## src/rtl/otp_protreg.sv

```systemverilog
module otp_protreg #(
  parameter int          ADDR_W     = 23,
  parameter int          PGM_CYCLES = 8,
  parameter logic [63:0] FACTORY_ID = 64'h0123_4567_89AB_CDEF
) (
  input  logic              clk,
  input  logic              rst_n,
  input  logic [ADDR_W-1:0] addr,
  input  logic [15:0]       wdata,
  input  logic              rd_en,
  input  logic              pgm_en,
  input  logic              clr_status,
  output logic [15:0]       rdata,
  output logic              busy,
  output logic              done,
  output logic [7:0]        status
);
  localparam int CNT_W = $clog2(PGM_CYCLES + 1);

  logic [15:0]      lock_q;
  logic [63:0]      user_q;
  logic [15:0]      rdata_q, data_q;
  logic [3:0]       tgt_q;
  logic [CNT_W-1:0] cnt_q;
  logic             busy_q, done_q, err_q;

  wire       hi_zero = (addr[ADDR_W-1:9] == '0);
  wire [3:0] idx     = addr[4:1];
  wire       hit     = hi_zero && (addr[8:5] == 4'b1000) && (idx <= 4'd8);
  wire       start   = pgm_en && hit && !busy_q;
  wire       finish  = busy_q && (cnt_q == '0);

  function automatic logic [15:0] word_at(input logic [3:0] i, input logic [15:0] lk,
                                          input logic [63:0] us);
    case (i)
      4'd0:    word_at = lk;
      4'd1:    word_at = FACTORY_ID[15:0];
      4'd2:    word_at = FACTORY_ID[31:16];
      4'd3:    word_at = FACTORY_ID[47:32];
      4'd4:    word_at = FACTORY_ID[63:48];
      4'd5:    word_at = us[15:0];
      4'd6:    word_at = us[31:16];
      4'd7:    word_at = us[47:32];
      4'd8:    word_at = us[63:48];
      default: word_at = 16'hFFFF;
    endcase
  endfunction

  wire tgt_user    = (tgt_q >= 4'd5);
  wire tgt_factory = (tgt_q >= 4'd1) && (tgt_q <= 4'd4);
  wire blocked     = (tgt_factory && lock_q[0]) ? 1'b0 :
                     tgt_factory ? 1'b1 : (tgt_user && !lock_q[1]);

  always_ff @(posedge clk or negedge rst_n) begin
    if (!rst_n) begin
      lock_q  <= 16'hFFFE;
      user_q  <= '1;
      rdata_q <= 16'hFFFF;
      data_q  <= '1;
      tgt_q   <= '0;
      cnt_q   <= '0;
      busy_q  <= 1'b0;
      done_q  <= 1'b0;
      err_q   <= 1'b0;
    end else begin
      done_q <= 1'b0;
      if (rd_en)
        rdata_q <= hit ? word_at(idx, lock_q, user_q) : 16'hFFFF;
      if (clr_status)
        err_q <= 1'b0;
      if (start) begin
        busy_q <= 1'b1;
        cnt_q  <= CNT_W'(PGM_CYCLES - 1);
        tgt_q  <= idx;
        data_q <= wdata;
      end else if (finish) begin
        busy_q <= 1'b0;
        done_q <= 1'b1;
        if (blocked)
          err_q <= 1'b1;
        else if (tgt_q == 4'd0)
          lock_q <= lock_q & data_q;
        else
          for (int i = 0; i < 4; i++)
            if (tgt_q == 4'(i + 5))
              user_q[16*i +: 16] <= user_q[16*i +: 16] & data_q;
      end else if (busy_q) begin
        cnt_q <= cnt_q - 1'b1;
      end
    end
  end

  assign rdata  = rdata_q;
  assign busy   = busy_q;
  assign done   = done_q;
  assign status = {~busy_q, 2'b00, err_q, 2'b00, err_q, 1'b0};

  AST_LOCK_ONE_WAY: assert property (@(posedge clk) disable iff (!rst_n)
    (lock_q[1:0] & ~$past(lock_q[1:0])) == 2'b00);
  AST_USER_FROZEN: assert property (@(posedge clk) disable iff (!rst_n)
    !lock_q[1] |=> $stable(user_q));
  AST_AND_ONLY: assert property (@(posedge clk) disable iff (!rst_n)
    (user_q & ~$past(user_q)) == 64'd0);
  AST_DONE_PULSE: assert property (@(posedge clk) disable iff (!rst_n)
    done |=> !done);
  AST_ERR_STICKY: assert property (@(posedge clk) disable iff (!rst_n)
    (status[4] && !clr_status) |=> status[4]);
  AST_BADADDR_IDLE: assert property (@(posedge clk) disable iff (!rst_n)
    (!busy && pgm_en && !hit) |=> !busy);
  AST_READY_BIT: assert property (@(posedge clk) disable iff (!rst_n)
    status[7] == !busy);
endmodule

```

## config.mk

```make
export PLATFORM = sky130hd
export DESIGN_NAME = otp_protreg
export DESIGN_NICKNAME = d
export VERILOG_FILES = /design/src/rtl/otp_protreg.sv
export SDC_FILE = /design/constraint.sdc
export NUM_CORES = 1
export LEC_CHECK = 0
export ABC_CLOCK_PERIOD_IN_PS = 2700
export BUFFER_PORTS_ARGS = -buffer_cell sky130_fd_sc_hd__buf_2
export CORE_MARGIN = 5
export CORE_UTILIZATION = 45
export CTS_CLUSTER_SIZE = 25
export DETAILED_ROUTE_END_ITERATION = 10
export GPL_TIMING_DRIVEN = 0
export PLACE_DENSITY = 0.67
export SYNTH_ARGS = -nofsm -noshare
export SYNTH_HDL_FRONTEND = slang
export SYNTH_SLANG_ARGS = --single-unit
export TNS_END_PERCENT = 30
```

## constraint.sdc

```tcl
create_clock -name clk -period 2.7 [get_ports clk]
set_input_delay 0.54 -clock clk [delete_from_list [all_inputs] [get_ports clk]]
set_output_delay 0.54 -clock clk [all_outputs]
set_load 0.1 [all_outputs]
```

# [Yosys cells after proc, flatten, opt, wreduce, memory -nomap -nowiden]
# Index checks and enable logic that the tools add are counted.
[op_classes] n_addsub=1 order_cmp=4 n_eq_ne=14 muxes=15 n_bitwise=9 reduce_logical=22
[op_table] operator="$pmux W16 S9" count=1
[op_table] operator="$and A16 B16 Y16" count=5
[op_table] operator="$eq A4 B3 Y1 const B" count=7
[op_table] operator="$reduce_and A5 Y1" count=4
[op_table] operator="$mux W16" count=1
[op_table] operator="$logic_not A14 Y1" count=1
[op_table] operator="$eq A4 B4 Y1 const B" count=3
[op_table] operator="$logic_not A4 Y1" count=3
[op_table] operator="$mux W4" count=3
[op_table] operator="$mux W1" count=10
[op_table] operator="$eq A4 B2 Y1 const B" count=2
[op_table] operator="$logic_and A1 B1 Y1" count=8
[op_table] operator="$eq A4 B1 Y1 const B" count=1
[op_table] operator="$ge A4 B1 Y1 const B" count=1
[op_table] operator="$ge A4 B3 Y1 const B" count=1
[op_table] operator="$le A4 B3 Y1 const B" count=1
[op_table] operator="$le A4 B4 Y1 const B" count=1
[op_table] operator="$not A1 Y1" count=4
[op_table] operator="$reduce_and A4 Y1" count=1
[op_table] operator="$reduce_bool A2 Y1" count=2
[op_table] operator="$sub A4 B1 Y4 const B" count=1
[op_table] operator="$logic_not A1 Y1" count=2
[op_table] operator="$ne A2 B2 Y1 const B" count=1
[op_table] operator="$reduce_and A2 Y1" count=1
[totals] reg_bits=123 input_bits=44 output_inout_bits=26 wordCells=77

# [Depth between registers and ports, before layout]
[logic_depth] ltp_word=7 depth_mapped=8 depth_no_buf=6

# [Worst setup path after synthesis]
# No wires, ideal clock.
[synth_timing] kind="input -> register" start="input addr[18]" end="register tgt_q[3]" setup_ns=0.127 arrival_time_ns=2.484 required_time_ns=2.573 path_slack_ns=0.088 path_stages=5 cell_sequence="or4_1 a2111o_1 nor4b_4 buf_4 mux2_1"
[synth_via] elab_chain_len=5
[synth_rtl] item="from (decl)" line_no="8" rtl="input logic [ADDR_W-1:0] addr,"
[synth_rtl] item="$logic_not A14 Y1" line_no="27" rtl="wire hi_zero = (addr[ADDR_W-1:9] == '0);"
[synth_rtl] item="$logic_and A1 B1 Y1 (2 in a row)" line_no="29" rtl="wire hit = hi_zero && (addr[8:5] == 4'b1000) && (idx <= 4'd8);"
[synth_rtl] item="$logic_and A1 B1 Y1 (2 in a row)" line_no="30" rtl="wire start = pgm_en && hit && !busy_q;"
[synth_rtl] item="to (signal assigned)" line_no="74" rtl="tgt_q <= idx;"
[synth_rtl] item="to (decl)" line_no="23" rtl="logic [3:0] tgt_q;"
# Every way passes these cells.
# A chain may end at the register's enable or synchronous reset.

# [Worst setup path in the final report]
[layout_timing] start="input addr[18]" end="register data_q[10]"
[layout_via] elab_chain_len=5
[layout_rtl] item="$logic_not A14 Y1" line_no="27"
[layout_rtl] item="$logic_and A1 B1 Y1 (2 in a row)" line_no="29"
[layout_rtl] item="$logic_and A1 B1 Y1 (2 in a row)" line_no="30"
[layout_rtl] item="to (signal assigned)" line_no="75" rtl="data_q <= wdata;"
[layout_rtl] item="to (decl)" line_no="22" rtl="logic [15:0] rdata_q, data_q;"
# Every way passes these cells.

==> results_dict.tcl <==
set metrics [dict create \
    status "complete, no violations" \
    n_fill_cell 973 \
    dp_cells 632 \
    synth-compound-area-share_pct 19.6 \
    cts_buffers 17 \
    gp_congestion 0.793 \
    yosysWarningCount 0 \
    synth_xor_area_share_pct 0.498 \
    num-nets-final 557 \
    fp.dieW_um 118 \
    final-setup-viol-count 0 \
    powerDensity_nw_per_um2 679 \
    drive_gt1_share_pct 44.1 \
    worst_pin_slew_ps 966 \
    grt_pass1_vias 3866 \
    antenna_left 0 \
    critPathMaxFanout 10 \
    clock_latency_ps 420 \
    antenna_cells 0 \
    rows 39 \
    wl_met2_mm 6.09 \
    htree_num_levels 4 \
    max_freq_mhz 382 \
    start_kind "input pin" \
    cts_sinks 123 \
    wl_per_cell_um 19.1 \
    maxCapViolCount 0 \
    via_per_inst 5.62 \
    chipHeight_um 118 \
    dr.pass1.iters 4 \
    root_buffer "clkbuf_16" \
    die_area_um2 14000 \
    yosys.area_share.adder_pct 0.474 \
    postLayoutCoreUtil_pct 56.3 \
    synth-seq-cells 123 \
    hp-class "in -> async" \
    slew_headroom_pct 35.1 \
    wirelength_met1_mm 5.64 \
    area_delta_synth_final_pct 22.3 \
    hold_viol_final 0 \
    synth-simple-area-share_pct 8.10 \
    synthMuxAreaShare_pct 7.30 \
    slew_violations 0 \
    drc 0 \
    required_ps 3040 \
    worstSetupEndpointType "flip-flop" \
    finClkSkew_ps 9.08 \
    core_um2 11500 \
    avgSynthCellArea_um2 12.5 \
    syn_area_um2 5280 \
    max-vdd-ir-drop_v 0.000415 \
    grt_max_degree 88 \
    fin_cells 667 \
    gr-usage-all-layers_pct 19.2 \
    cts.clk_slew.worst_paths_ps 50 \
    wl_met3_um 798 \
    worstPathArrival_ps 2950 \
    crit_type "in -> reg" \
    clockBufferDepth 2 \
    initial_utilization_pct 46.1 \
    syn_inst 422 \
    holdBufCountCts 0 \
    fin_crit_sh_pct 97.0 \
    grt_pass1_wl_mm 21.0 \
    cts_tree "yes" \
    period_minus_slack_ps 2620 \
    place.detailed.hpwl_mm 8.52 \
    ys_types 45 \
    p_leak_nw 2.62 \
    postRouteWirelength_mm 12.8 \
    top_layer "met4" \
    ios 70 \
    synth_top_family_by_area "compound AO/OA/AOI/OAI gates" \
    numPortBuffers 62 \
    ys_seq_area_share_pct 60.9 \
    whs_ps 30.2 \
    vias 3750 \
    drt_iter0_drc 200 \
    antenna_found_initial 0 \
    grt-ovfl-total 0 \
    rsz0062_at_grt "true" \
]
==> report_power, final <==
group	total [W]	switching, W	internal, W
Combinational	0.000192	0.000136	0.0000565
Clock	0.00233	0.000767	0.00157
Sequential	0.00186	0.00000371	0.00186
Total	0.00439	0.000907	0.00348
==> cells by family (layout without fill, tap and decap cells) <==
group                    count (synthesis)  in the layout
AND/OR/NAND/NOR                         78             78
adder cells (fa/ha/maj)                  2              2
other                                    1              5
XOR/XNOR                                 3              3
AO/OA/AOI/OAI                          145            145
buffers and inverters                   34            132
flip-flops                             123            123
multiplexers                            36             36
==> critical path, cell delays in order <==
cell and delay [ps]:
buf_2 90, or4_1 520, a2111o_1 550, nor4b_4 560, buf_4 330, mux2_1 350
==> state kept, by name (all words and copies together), names as in the netlist <==
register	cells
err_q	1
data_q	16
lock_q	16
done	1
user_q	64
tgt_q	4
cnt_q	4
busy	1
rdata	16
==> cell usage after synthesis <==
cell type    n  area (um^2)
inv_1        7         26.3
nor2b_1      2         12.5
dfstp_2    111         2920
a211oi_1     1         7.51
nand4bb_1    1         11.3
o21bai_1     1         7.51
xor2_1       1         8.76
mux2_1      15          169
or4_1        2         15.0
nand3b_1     2         15.0
nor3_1       5         25.0
or2_2        1         6.26
nand4_1      4         25.0
xnor2_1      2         17.5
nor4_1       2         12.5
o22ai_1      7         43.8
and2_1       1         6.26
conb_1       1         3.75
mux2_2       5         56.3
or3b_2       6         52.6
nand2b_1     2         12.5
nand3_1      8         40.0
a2111o_1     1         11.3
nor4b_4      1         23.8
nand4b_1     1         8.76
ha_1         2         25.0
buf_4        9         67.6
or3_1        1         6.26
clkbuf_1    13         48.8
a21oi_1     22          110
nand2_1      3         11.3
dfrtp_1     12          300
a211o_1      1         8.76
o21a_1      81          608
a221oi_1    10         87.6
o211ai_1     1         7.51
mux2i_1     16          160
a22o_1      10         87.6
a21o_1       1         7.51
a31oi_1      2         12.5
buf_1        5         18.8
nor2_1      34          128
nor4b_1      1         8.76
o21ai_0      7         35.0
nor3b_1      1         7.51
==> what timing repair did <==
item | 4_1_cts | 5_1_grt
resized for setup | 0 | 6
buffers inserted | 0 | 3
endpoints found under the setup margin | 0 | 37
==> final timing paths <==
check                                           start                     end  slack (ps)  depth (start not counted)
worst min-delay path                            rst_n    cnt_q[1]$_DFFE_PN0P_          30                          1
worst max-delay path                         addr[18]  data_q[10]$_DFFE_PN1P_          80                          6
worst max register to register       busy$_DFFE_PN0P_  user_q[27]$_DFFE_PN1P_         290                          7
min in group clk                           clr_status         err_q$_DFF_PN0_         300                          2
worst min register to register  lock_q[9]$_DFFE_PN1P_   lock_q[9]$_DFFE_PN1P_         450                          1
max in group asynchronous                       rst_n  user_q[33]$_DFFE_PN1P_        1940                          2
==> routing by layer <==
layer | vias up | GRT usage (%)
li1 | 1709 | -
met1 | 1908 | 25.5
met2 | 116 | 29.4
met3 | 17 | 6.02
met4 | 0 | 7.53
met5 | - | 0
==> through the flow <==
| step | TNS (ps) | worst slack (ps) | area (um^2) | total power [W] |
|---|---|---|---|---|
| CTS | 0 | 11.7 | 6430 | 0.00443 |
| finish | 0 | 81.7 | 6460 | 0.00439 |
| global route | -6.81 | -6.81 | 6460 | 0.00454 |
| global placement | -10960 | -403 | 5790 | 0.00207 |
| detailed placement | -7510 | -419 | 5820 | 0.00208 |
| floorplan | 0 | 88.0 | 5300 | 0.00198 |
==> area by class of cell <==
type | instances | area, um^2 | area share (%)
buffer | 27 | 139 | 2.15
sequential | 123 | 3220 | 49.8
clock inverter | 7 | 110 | 1.70
inverter | 7 | 26.3 | 0.407
multi-input combinational | 269 | 1920 | 29.7
clock buffer | 25 | 505 | 7.82
tap | 143 | 179 | 2.77
timing repair buffer | 66 | 367 | 5.67
==> layout by cell type, fill, tap and decap left out, drive strengths merged, types with 12 or more instances in the layout <==
cell    netlist  layout
clkbuf       13      38
buf          14      80
mux2i        16      16
dfrtp        12      12
nor2         34      34
o21a         81      81
a21oi        22      22
dfstp       111     111
mux2         20      20
No activity file was read; power rests on OpenSTA's default activity.
